--- src/rtl/sbt_pkg.sv ---
`timescale 1ns/1ps
package sbt_pkg;

   typedef enum logic [2:0] {
      CMD_NOP,
      CMD_ACT,
      CMD_RD,
      CMD_WR,
      CMD_PRE,
      CMD_REF
   } sbt_cmd_e;

   typedef enum logic [1:0] {
      BK_IDLE,
      BK_OPEN,
      BK_APWAIT,
      BK_PRECH
   } sbt_bank_e;

endpackage

--- src/rtl/sbt_cmd_decode.sv ---
`timescale 1ns/1ps
module sbt_cmd_decode
   import sbt_pkg::*;
(
   input  logic     cs_n,
   input  logic     ras_n,
   input  logic     cas_n,
   input  logic     we_n,
   input  logic     cke,
   output sbt_cmd_e cmd_o
);

   always_comb begin
      cmd_o = CMD_NOP;
      if (!cs_n && cke) begin
         unique case ({ras_n, cas_n, we_n})
            3'b011:  cmd_o = CMD_ACT;
            3'b101:  cmd_o = CMD_RD;
            3'b100:  cmd_o = CMD_WR;
            3'b010:  cmd_o = CMD_PRE;
            3'b001:  cmd_o = CMD_REF;
            default: cmd_o = CMD_NOP;
         endcase
      end
   end

endmodule

--- src/rtl/sbt_bank.sv ---
`timescale 1ns/1ps
module sbt_bank
   import sbt_pkg::*;
#(
   parameter int CNT_W  = 6,
   parameter int WR_REC = 1
) (
   input  logic             clk,
   input  logic             rst_n,
   input  logic             act_i,
   input  logic             rd_i,
   input  logic             wr_i,
   input  logic             ap_i,
   input  logic             pre_i,
   input  logic             ref_i,
   input  logic [CNT_W-1:0] t_ras_i,
   input  logic [CNT_W-1:0] t_rp_i,
   input  logic [CNT_W-1:0] t_rcd_i,
   input  logic [CNT_W-1:0] cas_lat_i,
   input  logic [CNT_W-1:0] burst_len_i,
   output sbt_bank_e        state_o,
   output logic             ras_ok_o,
   output logic             rcd_ok_o
);

   localparam int LW = CNT_W + 1;

   sbt_bank_e        state_q;
   logic [CNT_W-1:0] ras_q, rcd_q;
   logic [LW-1:0]    bst_q, rp_q;

   logic [LW-1:0] rd_len, wr_len, ref_len, bst_load;
   logic [LW-1:0] ras_w, rp_w, rcd_w;

   function automatic logic [LW-1:0] sat_m1(input logic [LW-1:0] x);
      return (x == '0) ? '0 : x - LW'(1);
   endfunction

   always_comb begin
      ras_w    = {1'b0, t_ras_i};
      rp_w     = {1'b0, t_rp_i};
      rcd_w    = {1'b0, t_rcd_i};
      rd_len   = {1'b0, cas_lat_i} + {1'b0, burst_len_i};
      wr_len   = {1'b0, burst_len_i} + LW'(WR_REC);
      ref_len  = sat_m1(ras_w + rp_w);
      bst_load = rd_i ? sat_m1(rd_len) : sat_m1(wr_len);
   end

   always_ff @(posedge clk) begin
      if (!rst_n) begin
         state_q <= BK_IDLE;
         ras_q   <= '0;
         rcd_q   <= '0;
         bst_q   <= '0;
         rp_q    <= '0;
      end else begin
         if (ras_q != '0) ras_q <= ras_q - CNT_W'(1);
         if (rcd_q != '0) rcd_q <= rcd_q - CNT_W'(1);
         if (bst_q != '0) bst_q <= bst_q - LW'(1);
         if (rp_q  != '0) rp_q  <= rp_q  - LW'(1);
         unique case (state_q)
            BK_IDLE: begin
               if (act_i) begin
                  state_q <= BK_OPEN;
                  ras_q   <= CNT_W'(sat_m1(ras_w));
                  rcd_q   <= CNT_W'(sat_m1(rcd_w));
               end else if (ref_i) begin
                  state_q <= BK_PRECH;
                  rp_q    <= ref_len;
               end
            end
            BK_OPEN: begin
               if ((rd_i || wr_i) && ap_i) begin
                  state_q <= BK_APWAIT;
                  bst_q   <= bst_load;
               end else if (pre_i) begin
                  if (rp_w <= LW'(1)) begin
                     state_q <= BK_IDLE;
                  end else begin
                     state_q <= BK_PRECH;
                     rp_q    <= rp_w - LW'(1);
                  end
               end
            end
            BK_APWAIT: begin
               if (bst_q <= LW'(1) && ras_q <= CNT_W'(1)) begin
                  state_q <= BK_PRECH;
                  rp_q    <= rp_w;
               end
            end
            BK_PRECH: begin
               if (rp_q <= LW'(1)) state_q <= BK_IDLE;
            end
            default: state_q <= BK_IDLE;
         endcase
      end
   end

   assign state_o  = state_q;
   assign ras_ok_o = (ras_q == '0);
   assign rcd_ok_o = (rcd_q == '0);

endmodule

--- src/rtl/sdram_bank_tracker.sv ---
`timescale 1ns/1ps
module sdram_bank_tracker
   import sbt_pkg::*;
#(
   parameter int NUM_BANKS = 4,
   parameter int CNT_W     = 6,
   parameter int WR_REC    = 1,
   parameter int IDLE_REG  = 1,
   localparam int BA_W     = $clog2(NUM_BANKS)
) (
   input  logic                 clk,
   input  logic                 rst_n,
   input  logic                 cs_n,
   input  logic                 ras_n,
   input  logic                 cas_n,
   input  logic                 we_n,
   input  logic                 cke,
   input  logic [BA_W-1:0]      ba,
   input  logic                 a10,
   input  logic [CNT_W-1:0]     cas_lat,
   input  logic [CNT_W-1:0]     burst_len,
   input  logic [CNT_W-1:0]     t_ras,
   input  logic [CNT_W-1:0]     t_rp,
   input  logic [CNT_W-1:0]     t_rcd,
   output logic [NUM_BANKS-1:0] bank_idle,
   output logic [NUM_BANKS-1:0] bank_active,
   output logic [NUM_BANKS-1:0] bank_prechg,
   output logic [NUM_BANKS-1:0] cmd_ok,
   output logic                 all_idle,
   output logic                 violation
);

   if (NUM_BANKS < 2 || (NUM_BANKS & (NUM_BANKS - 1)) != 0) begin : g_bad_banks
      $error("NUM_BANKS must be a power of two, at least 2");
   end
   if (CNT_W < 2 || CNT_W > 16) begin : g_bad_cnt
      $error("CNT_W must lie in 2..16");
   end
   if (WR_REC < 0 || WR_REC >= (1 << CNT_W)) begin : g_bad_wrrec
      $error("WR_REC must fit in CNT_W bits");
   end
   if (IDLE_REG != 0 && IDLE_REG != 1) begin : g_bad_idlereg
      $error("IDLE_REG must be 0 or 1");
   end

   sbt_cmd_e cmd;

   sbt_cmd_decode u_dec (
      .cs_n  (cs_n),
      .ras_n (ras_n),
      .cas_n (cas_n),
      .we_n  (we_n),
      .cke   (cke),
      .cmd_o (cmd)
   );

   logic [NUM_BANKS-1:0] sel, ras_ok, rcd_ok;
   logic [NUM_BANKS-1:0] act_bad, rw_bad, pre_hit, pre_bad;
   logic [NUM_BANKS-1:0] act_go, rd_go, wr_go, pre_go_b;
   logic                 pre_go, ref_bad, ref_go, any_bad;
   sbt_bank_e            st [NUM_BANKS];

   for (genvar b = 0; b < NUM_BANKS; b++) begin : g_bank
      assign sel[b]       = (ba == BA_W'(b));
      assign bank_idle[b]   = (st[b] == BK_IDLE);
      assign bank_active[b] = (st[b] == BK_OPEN) || (st[b] == BK_APWAIT);
      assign bank_prechg[b] = (st[b] == BK_PRECH);
      assign cmd_ok[b]      = (st[b] == BK_IDLE) || (st[b] == BK_OPEN);

      assign act_bad[b] = (cmd == CMD_ACT) && sel[b] && (st[b] != BK_IDLE);
      assign rw_bad[b]  = ((cmd == CMD_RD) || (cmd == CMD_WR)) && sel[b] &&
                          !((st[b] == BK_OPEN) && rcd_ok[b]);
      assign pre_hit[b] = (cmd == CMD_PRE) && (sel[b] || a10);
      assign pre_bad[b] = pre_hit[b] && (!cmd_ok[b] ||
                          ((st[b] == BK_OPEN) && !ras_ok[b]));

      assign act_go[b]   = (cmd == CMD_ACT) && sel[b] && !act_bad[b];
      assign rd_go[b]    = (cmd == CMD_RD)  && sel[b] && !rw_bad[b];
      assign wr_go[b]    = (cmd == CMD_WR)  && sel[b] && !rw_bad[b];
      assign pre_go_b[b] = pre_hit[b] && pre_go;

      sbt_bank #(
         .CNT_W  (CNT_W),
         .WR_REC (WR_REC)
      ) u_bank (
         .clk         (clk),
         .rst_n       (rst_n),
         .act_i       (act_go[b]),
         .rd_i        (rd_go[b]),
         .wr_i        (wr_go[b]),
         .ap_i        (a10),
         .pre_i       (pre_go_b[b]),
         .ref_i       (ref_go),
         .t_ras_i     (t_ras),
         .t_rp_i      (t_rp),
         .t_rcd_i     (t_rcd),
         .cas_lat_i   (cas_lat),
         .burst_len_i (burst_len),
         .state_o     (st[b]),
         .ras_ok_o    (ras_ok[b]),
         .rcd_ok_o    (rcd_ok[b])
      );
   end

   assign pre_go  = ~|pre_bad;
   assign ref_bad = (cmd == CMD_REF) && !(&bank_idle);
   assign ref_go  = (cmd == CMD_REF) && !ref_bad;
   assign any_bad = (|act_bad) || (|rw_bad) || (|pre_bad) || ref_bad;

   always_ff @(posedge clk) begin
      if (!rst_n) violation <= 1'b0;
      else        violation <= any_bad;
   end

   if (IDLE_REG == 1) begin : g_idle_reg
      always_ff @(posedge clk) begin
         if (!rst_n) all_idle <= 1'b1;
         else        all_idle <= &bank_idle;
      end
   end else begin : g_idle_comb
      assign all_idle = &bank_idle;
   end

endmodule

--- config.mk ---
export PLATFORM = sky130hd
export DESIGN_NAME = sdram_bank_tracker
export DESIGN_NICKNAME = d
export VERILOG_FILES = /design/src/rtl/sbt_pkg.sv /design/src/rtl/sbt_cmd_decode.sv /design/src/rtl/sbt_bank.sv /design/src/rtl/sdram_bank_tracker.sv
export SDC_FILE = /design/constraint.sdc
export NUM_CORES = 1
export LEC_CHECK = 0
export BUFFER_PORTS_ARGS = -buffer_cell sky130_fd_sc_hd__buf_2
export CAP_MARGIN = 20
export CELL_PAD_IN_SITES_DETAIL_PLACEMENT = 0
export CELL_PAD_IN_SITES_GLOBAL_PLACEMENT = 1
export CORE_MARGIN = 2
export CORE_UTILIZATION = 50
export CTS_CLUSTER_SIZE = 20
export DETAILED_ROUTE_END_ITERATION = 12
export GPL_ROUTABILITY_DRIVEN = 0
export MAX_ROUTING_LAYER = met4
export PLACE_DENSITY = 0.88
export SYNTH_ARGS = -nofsm -noshare
export SYNTH_HDL_FRONTEND = slang
export SYNTH_SLANG_ARGS = --single-unit
--- constraint.sdc ---
create_clock -name clk -period 4.5 [get_ports clk]
set_input_delay 0.225 -clock clk [delete_from_list [all_inputs] [get_ports clk]]
set_output_delay 0.225 -clock clk [all_outputs]
set_load 0.03 [all_outputs]
### Yosys cells after proc, flatten, opt, wreduce, memory -nomap -nowiden

Cells that the tools add are included.
Widths: inputs -> output; s select.

| operators by class | value |
|---|---|
| add/sub/neg operators | 25 |
| reductions and logical operators | 161 |
| eq/ne operators | 41 |
| muxes and demuxes | 105 |
| $lt $le $gt $ge | 13 |

Operator list:

| cell | count |
|---|---|
| $mux 7 | 47 |
| $mux 6 | 26 |
| $pmux 7 s3 | 4 |
| $sub 7x1->7 const B | 11 |
| $logic_and 1x1->1 | 67 |
| $sub 6x1->6 const B | 10 |
| $le 7x1->1 const B | 8 |
| $reduce_bool 7->1 | 8 |
| $logic_not 6->1 | 8 |
| $reduce_bool 6->1 | 8 |
| $mux 2 | 22 |
| $logic_not 7->1 | 5 |
| $pmux 2 s4 | 4 |
| $le 6x1->1 const B | 5 |
| $logic_not 1->1 | 24 |
| $logic_or 1x1->1 | 24 |
| $ne 3x1->1 const B | 8 |
| $eq 2x2->1 const B | 10 |
| $reduce_and 4->1 | 5 |
| $ne 2x1->1 const B | 8 |
| $pmux 3 s5 | 1 |
| $add 6x6->7 | 2 |
| $eq 3x2->1 const B | 4 |
| $eq 3x3->1 const B | 4 |
| 8 further kinds | 22 |

| word-level totals | value |
|---|---|
| logic and storage cells | 367 |
| input port bits | 40 |
| output and inout bits | 18 |
| bits in registers | 114 |

### Logic depth before layout (Yosys ltp)

| logic depth | value |
|---|---|
| depth after elaboration | 13 |
| gate-level depth with buffers | 10 |
| mapped depth without buffers | 10 |

### Cells and area by module

From an unflattened synthesis, not the netlist that was laid out.

| unflattened totals | value |
|---|---|
| cell total of the unflattened synthesis | 1791 |
| area total of the unflattened synthesis | 13482.9 um2 |

Modules (own cells, without submodules):

| module | times used | sequential area each (um2) | area an instance (um2) | cells each |
|---|---|---|---|---|
| sbt_bank (g_bank[0].u_bank ...) | 3 | 560.5 | 3220.6 | 427 |
| sbt_bank (g_bank[3].u_bank) | 1 | 560.5 | 3130.5 | 415 |
| sdram_bank_tracker | 1 | 40.0 | 631.9 | 88 |
| sbt_cmd_decode | 1 | 0.0 | 58.8 | 7 |

### Worst setup path before layout

No wires, ideal clock.

| timing path | value |
|---|---|
| path kind | reg-to-reg |
| from | register g_bank[0].u_bank.state_q[0] |
| to | register g_bank[3].u_bank.rp_q[0] |
| path slack | 1998 ps |
| arrival time | 2432 ps |
| buffers on the path | 0 |
| clock period less this slack | 2502 ps |
| library setup time | 70 ps |
| data required time | 4430 ps |
| stages on the path, launching flop included | 10 |
| path through | dfxtp_1 -> inv_1 -> ha_1 -> inv_1 -> o22ai_4 -> o32ai_4 -> or2_4 -> or4_1 -> a221o_1 -> a21oi_1 |

| on the way | value |
|---|---|
| cells in the longest elaborated chain, start to end | 11 |
| elaborated cells on any way between the ends | 20 |
| classes of those cells | 1 x eq/ne; 5 x mux; 14 x reduce/logical |

Ends and longest elaborated chain:

| item | RTL line | text |
|---|---|---|
| from (decl) | sbt_bank.sv:28 | `sbt_bank_e state_q;` |
| from (signal assigned) | sbt_bank.sv:51 | `state_q <= BK_IDLE;` |
| from (signal assigned) | sbt_bank.sv:64 | `state_q <= BK_OPEN;` |
| from (signal assigned) | sbt_bank.sv:68 | `state_q <= BK_PRECH;` |
| $logic_not 2->1 * | sdram_bank_tracker.sv:65 | `assign bank_idle[b] = (st[b] == BK_IDLE);` |
| named net bank_idle[0] | sdram_bank_tracker.sv:25 | `output logic [NUM_BANKS-1:0] bank_idle,` |
| $logic_or 1x1->1 | sdram_bank_tracker.sv:68 | `assign cmd_ok[b] = (st[b] == BK_IDLE) \|\| (st[b] == BK_OPEN);` |
| $logic_not 1->1 | sdram_bank_tracker.sv:74 | `assign pre_bad[b] = pre_hit[b] && (!cmd_ok[b] \|\|` |
| $logic_or 1x1->1 | sdram_bank_tracker.sv:74 |  |
| $logic_and 1x1->1 | sdram_bank_tracker.sv:74 |  |
| $reduce_or 4->1 | sdram_bank_tracker.sv:105 | `assign pre_go = ~\|pre_bad;` |
| $logic_not 1->1 | sdram_bank_tracker.sv:105 |  |
| $logic_and 1x1->1 | sdram_bank_tracker.sv:80 | `assign pre_go_b[b] = pre_hit[b] && pre_go;` |
| $mux 7 | sbt_bank.sv:76 | `end else if (pre_i) begin` |
| $mux 7 | sbt_bank.sv:73 | `if ((rd_i \|\| wr_i) && ap_i) begin` |
| $pmux 7 s3 * | sbt_bank.sv:61 | `unique case (state_q)` |
| to (signal assigned) | sbt_bank.sv:60 | `if (rp_q != '0) rp_q <= rp_q - LW'(1);` |
| to (signal assigned) | sbt_bank.sv:69 | `rp_q <= ref_len;` |
| to (signal assigned) | sbt_bank.sv:81 | `rp_q <= rp_w - LW'(1);` |
| to (decl) | sbt_bank.sv:30 | `logic [LW-1:0] bst_q, rp_q;` |

The timed path passes the listed nets; every way through them passes the cells marked *.
A chain may end at the register's enable or synchronous reset.

### Worst setup path in the final report

| timing path | value |
|---|---|
| from | register g_bank[1].u_bank.state_q[0] |
| to | register g_bank[1].u_bank.state_q[0] |

| on the way | value |
|---|---|
| cells in the longest elaborated chain, start to end | 10 |
| elaborated cells on any way between the ends | 37 |
| classes of those cells | 7 x eq/ne; 3 x mux; 27 x reduce/logical |

Ends and longest elaborated chain:

| item | RTL line |
|---|---|
| from (decl) | sbt_bank.sv:28 |
| from (signal assigned) | sbt_bank.sv:51 |
| from (signal assigned) | sbt_bank.sv:64 |
| from (signal assigned) | sbt_bank.sv:68 |
| $eq 2x1->1 / $logic_not 2->1 (equally long branches) | n/a |
| $logic_or 1x1->1 / $logic_and 1x1->1 (equally long branches) | sdram_bank_tracker.sv:68, sdram_bank_tracker.sv:72 |
| $logic_not 1->1, on equally long branches | sdram_bank_tracker.sv:74, sdram_bank_tracker.sv:72 |
| $logic_or 1x1->1 / $logic_and 1x1->1 (equally long branches) | sdram_bank_tracker.sv:74, sdram_bank_tracker.sv:71 |
| $logic_and 1x1->1 / $logic_not 1->1 (equally long branches) | sdram_bank_tracker.sv:74, sdram_bank_tracker.sv:78, sdram_bank_tracker.sv:79 |
| $reduce_or 4->1 (tied with other cells) | sdram_bank_tracker.sv:105 |
| $logic_not 1->1 / $logic_or 1x1->1 (equally long branches) | sdram_bank_tracker.sv:105, sbt_bank.sv:73 |
| $logic_and 1x1->1, on equally long branches | sdram_bank_tracker.sv:80, sbt_bank.sv:73 |
| $ne 3x1->1 (no source line) / $mux 2 (equally long branches) | n/a |
| $reduce_and 4->1 (no source line) / $pmux 2 s4 (equally long branches) | n/a |

Several ways; a longest one is shown, not always the timed one.

==> out/metrics.cfg <==
[status]
status=complete, no violations

[timing]
grt_setup_unrepaired=false
tightest_slew_ns=0.892
slew_headroom_pct=40.1
hold_viol_final=0
setup_tns_ns=0
timing.final.crit_share_pct=71.7
finalCriticalPeriod_ns=3.22
finalSetupViolations=0
layout_setup_ws_ns=1.28
finalMaxSlewViolations=0
fmax_ghz=0.310
skew_ns=0.0138

[synth]
ys_ff_latch=114
synthArstFlopShare_pct=0
synth_cells=1331
synth_cell_types=90
yosys_most_used_dff=dfxtp_1
syn-num-nets=1441
syn-cell-area_mm2=0.00983
ys_seq_area_share_pct=23.2
avgSynthCellArea_um2=7.38
yosysWarnings=0
synth_edf_count=0

[run]
drv_cap=0

[clocking]
postCtsSetupBuffers=0
path_clk_slew_ns=0.06
cts_buffers=17
cts_resized=0
htree_levels=4
cts.sinks=114
cts_tree=yes
clk_latency_ns=0.44
cts_hold_buffers=0
clockBufferDepth=2
cts-root-buf=clkbuf_16

[drt]
vias=9942
postRouteAntennaNets=0
remaining_drc_errors=0
drt_iter0_drc=1024
avgViaCountPerCell=6.08
drtPass1Iterations=5
drt-total-wl_mm=30.7
routedWlPerCell_um=18.7

[floorplanning]
rows=51
start_util_pct=50.7
die_area_mm2=0.0208
core_area_mm2=0.0194
die_h_um=144
ios=58
die_x_um=144

[final_layout]
seq_area_mm2=0.00228
syn_to_final_growth_pct=10.4
fillers=1948
multi_input_area_mm2=0.00705
final_util_pct=55.9
final-instance-count-excl-fill=1636
drive_above_1_share_pct=10.6
nets=1468
num_antenna_cells=0

[critical_path]
worstPathArrival_ns=3.49
slowest_stage=or3_1
cpPeakStageDelay_ns=0.66
cp-start-kind=flip-flop
worst-endpoint-required_ns=4.77
crit_family=simple AND/OR/NAND/NOR gates
rrSetupSlack_ns=1.28
cp_max_fo=16
worst-path-buf-inv=1
worstSetupPathType=reg -> reg
endpoint_kind=flip-flop
path_cells=inv_1 > ha_1 > nand4_1 > or3_1 > nand2_1 > a21o_1 > o2111ai_1 > a2111oi_0 > a211oi_1

[pwr]
power_switching_w=0.00349
p_leak_nw=4.38
irDropWorstVdd_v=0.000361
swShare_pct=46.3
p_int_w=0.00404
p_per_area_mw_per_mm2=694
seqPwrFrac_pct=23.2
combPwrFrac_pct=59.1
clockPowerShare_pct=17.7

[placed_design]
place_inst=1604
place_ws_ns=1.36
port_buffers=57
dp_hpwl_mm=23.1

[grt]
grt_pass1_vias=9321
use_met1_pct=37.8
met2_usage_pct=48.9
grt_antenna_before_repair=0
overflow=0
grt_use_met3_pct=5.60
grt_pass1_wl_mm=48.4
grtUsageTotal_pct=30.5
grt_max_degree=45
top_usage_layer=met2

[hold_path]
hp-class=in -> reg

metal layers:
layer  wire, um  part of all wire, %
met1      13300                   43
met2      14100                   46
met3       2070                  6.8
met4       1140                  3.7
met5          0                    0
flip-flops by register name, summed over array words and instances (netlist names):
name,flops
all_idle,1
g_bank.u_bank.bst_q,28
violation,1
g_bank.u_bank.rp_q,28
g_bank.u_bank.state_o,8
g_bank.u_bank.rcd_q,24
g_bank.u_bank.ras_q,24
layout by cell type, fill, tap and decap left out, types with 38 or more instances in the layout:
master   count
buf_2       57
nor3_1      58
ha_1        68
a31oi_1     38
inv_1       74
nor2_1     145
nand2_1    142
a21oi_1     93
dfxtp_1    114
xnor2_1     56
nand3_1     39
o21ai_0     73
worst register-to-register path, cell delays in order, from the launching register on:
cell and delay (ns):
dfxtp_1 0.33, inv_1 0.12, ha_1 0.59, nand4_1 0.29, or3_1 0.66, nand2_1 0.23, a21o_1 0.11, o2111ai_1 0.21
a2111oi_0 0.45, a211oi_1 0.09
power by group through the flow:
stage / Sequential, W / Combinational, W / Clock, W
finish: 0.00175 / 0.00445 / 0.00133
global route: 0.00180 / 0.00494 / 0.00138
CTS: 0.00174 / 0.00442 / 0.00134
detailed placement: 0.00176 / 0.00438 / 0
global placement: 0.00176 / 0.00434 / 0
floorplan: 0.00169 / 0.00348 / 0
cell families after synthesis:
kind of cell,synth area share (%)
and+or+nand+nor,27.0
AOI/OAI and AO/OA,25.9
buffers and inverters,5.03
DFF,23.2
xor gates and xnor gates,7.93
adders and majority gates,9.07
muxes,1.82
final timing paths:
check                              startpoint                          end  depth (start not counted)
setup / recovery  g_bank[1].u_bank.state_o[0]  g_bank[1].u_bank.state_o[0]                          9
hold / removal                       t_rcd[0]    g_bank[3].u_bank.rcd_q[0]                          4
setup reg to reg  g_bank[1].u_bank.state_o[0]  g_bank[1].u_bank.state_o[0]                          9
hold reg to reg     g_bank[3].u_bank.bst_q[6]    g_bank[3].u_bank.bst_q[6]                          2
cells in the mapped netlist, types with 12 or more instances:
cell / number / area (um^2)
nor2_1: 145 / 544
nand2_1: 142 / 533
dfxtp_1: 114 / 2280
a21oi_1: 93 / 465
inv_1: 74 / 278
o21ai_0: 73 / 365
ha_1: 68 / 851
nor3_1: 58 / 290
xnor2_1: 56 / 490
clkbuf_1: 49 / 184
nand3_1: 39 / 195
a31oi_1: 38 / 238
xor2_1: 33 / 289
a211oi_1: 25 / 188
and3_1: 19 / 119
nor2b_1: 14 / 87.6
or3_1: 14 / 87.6
a21o_1: 12 / 90.1
nand2b_1: 12 / 75.1
nor4_1: 12 / 75.1
stage by stage:
step                total power [W]  hold WS [ns]  cell area [um^2]
floorplan                   0.00517         0.425              9830
global placement            0.00610         0.506             10300
detailed placement          0.00614         0.516             10300
CTS                         0.00750         0.146             10900
global route                0.00812         0.188             10900
finish                      0.00753         0.149             10900
cell type report:
class | count | share of cell area, %
Multi-Input combinational cell | 1087 | 65.0
Sequential cell | 114 | 21.0
Clock buffer | 21 | 4.34
Tap cell | 265 | 3.06
Timing Repair Buffer | 63 | 3.04
Inverter | 75 | 2.59
Clock inverter | 11 | 0.957
Power figures use the tool's default switching activity.
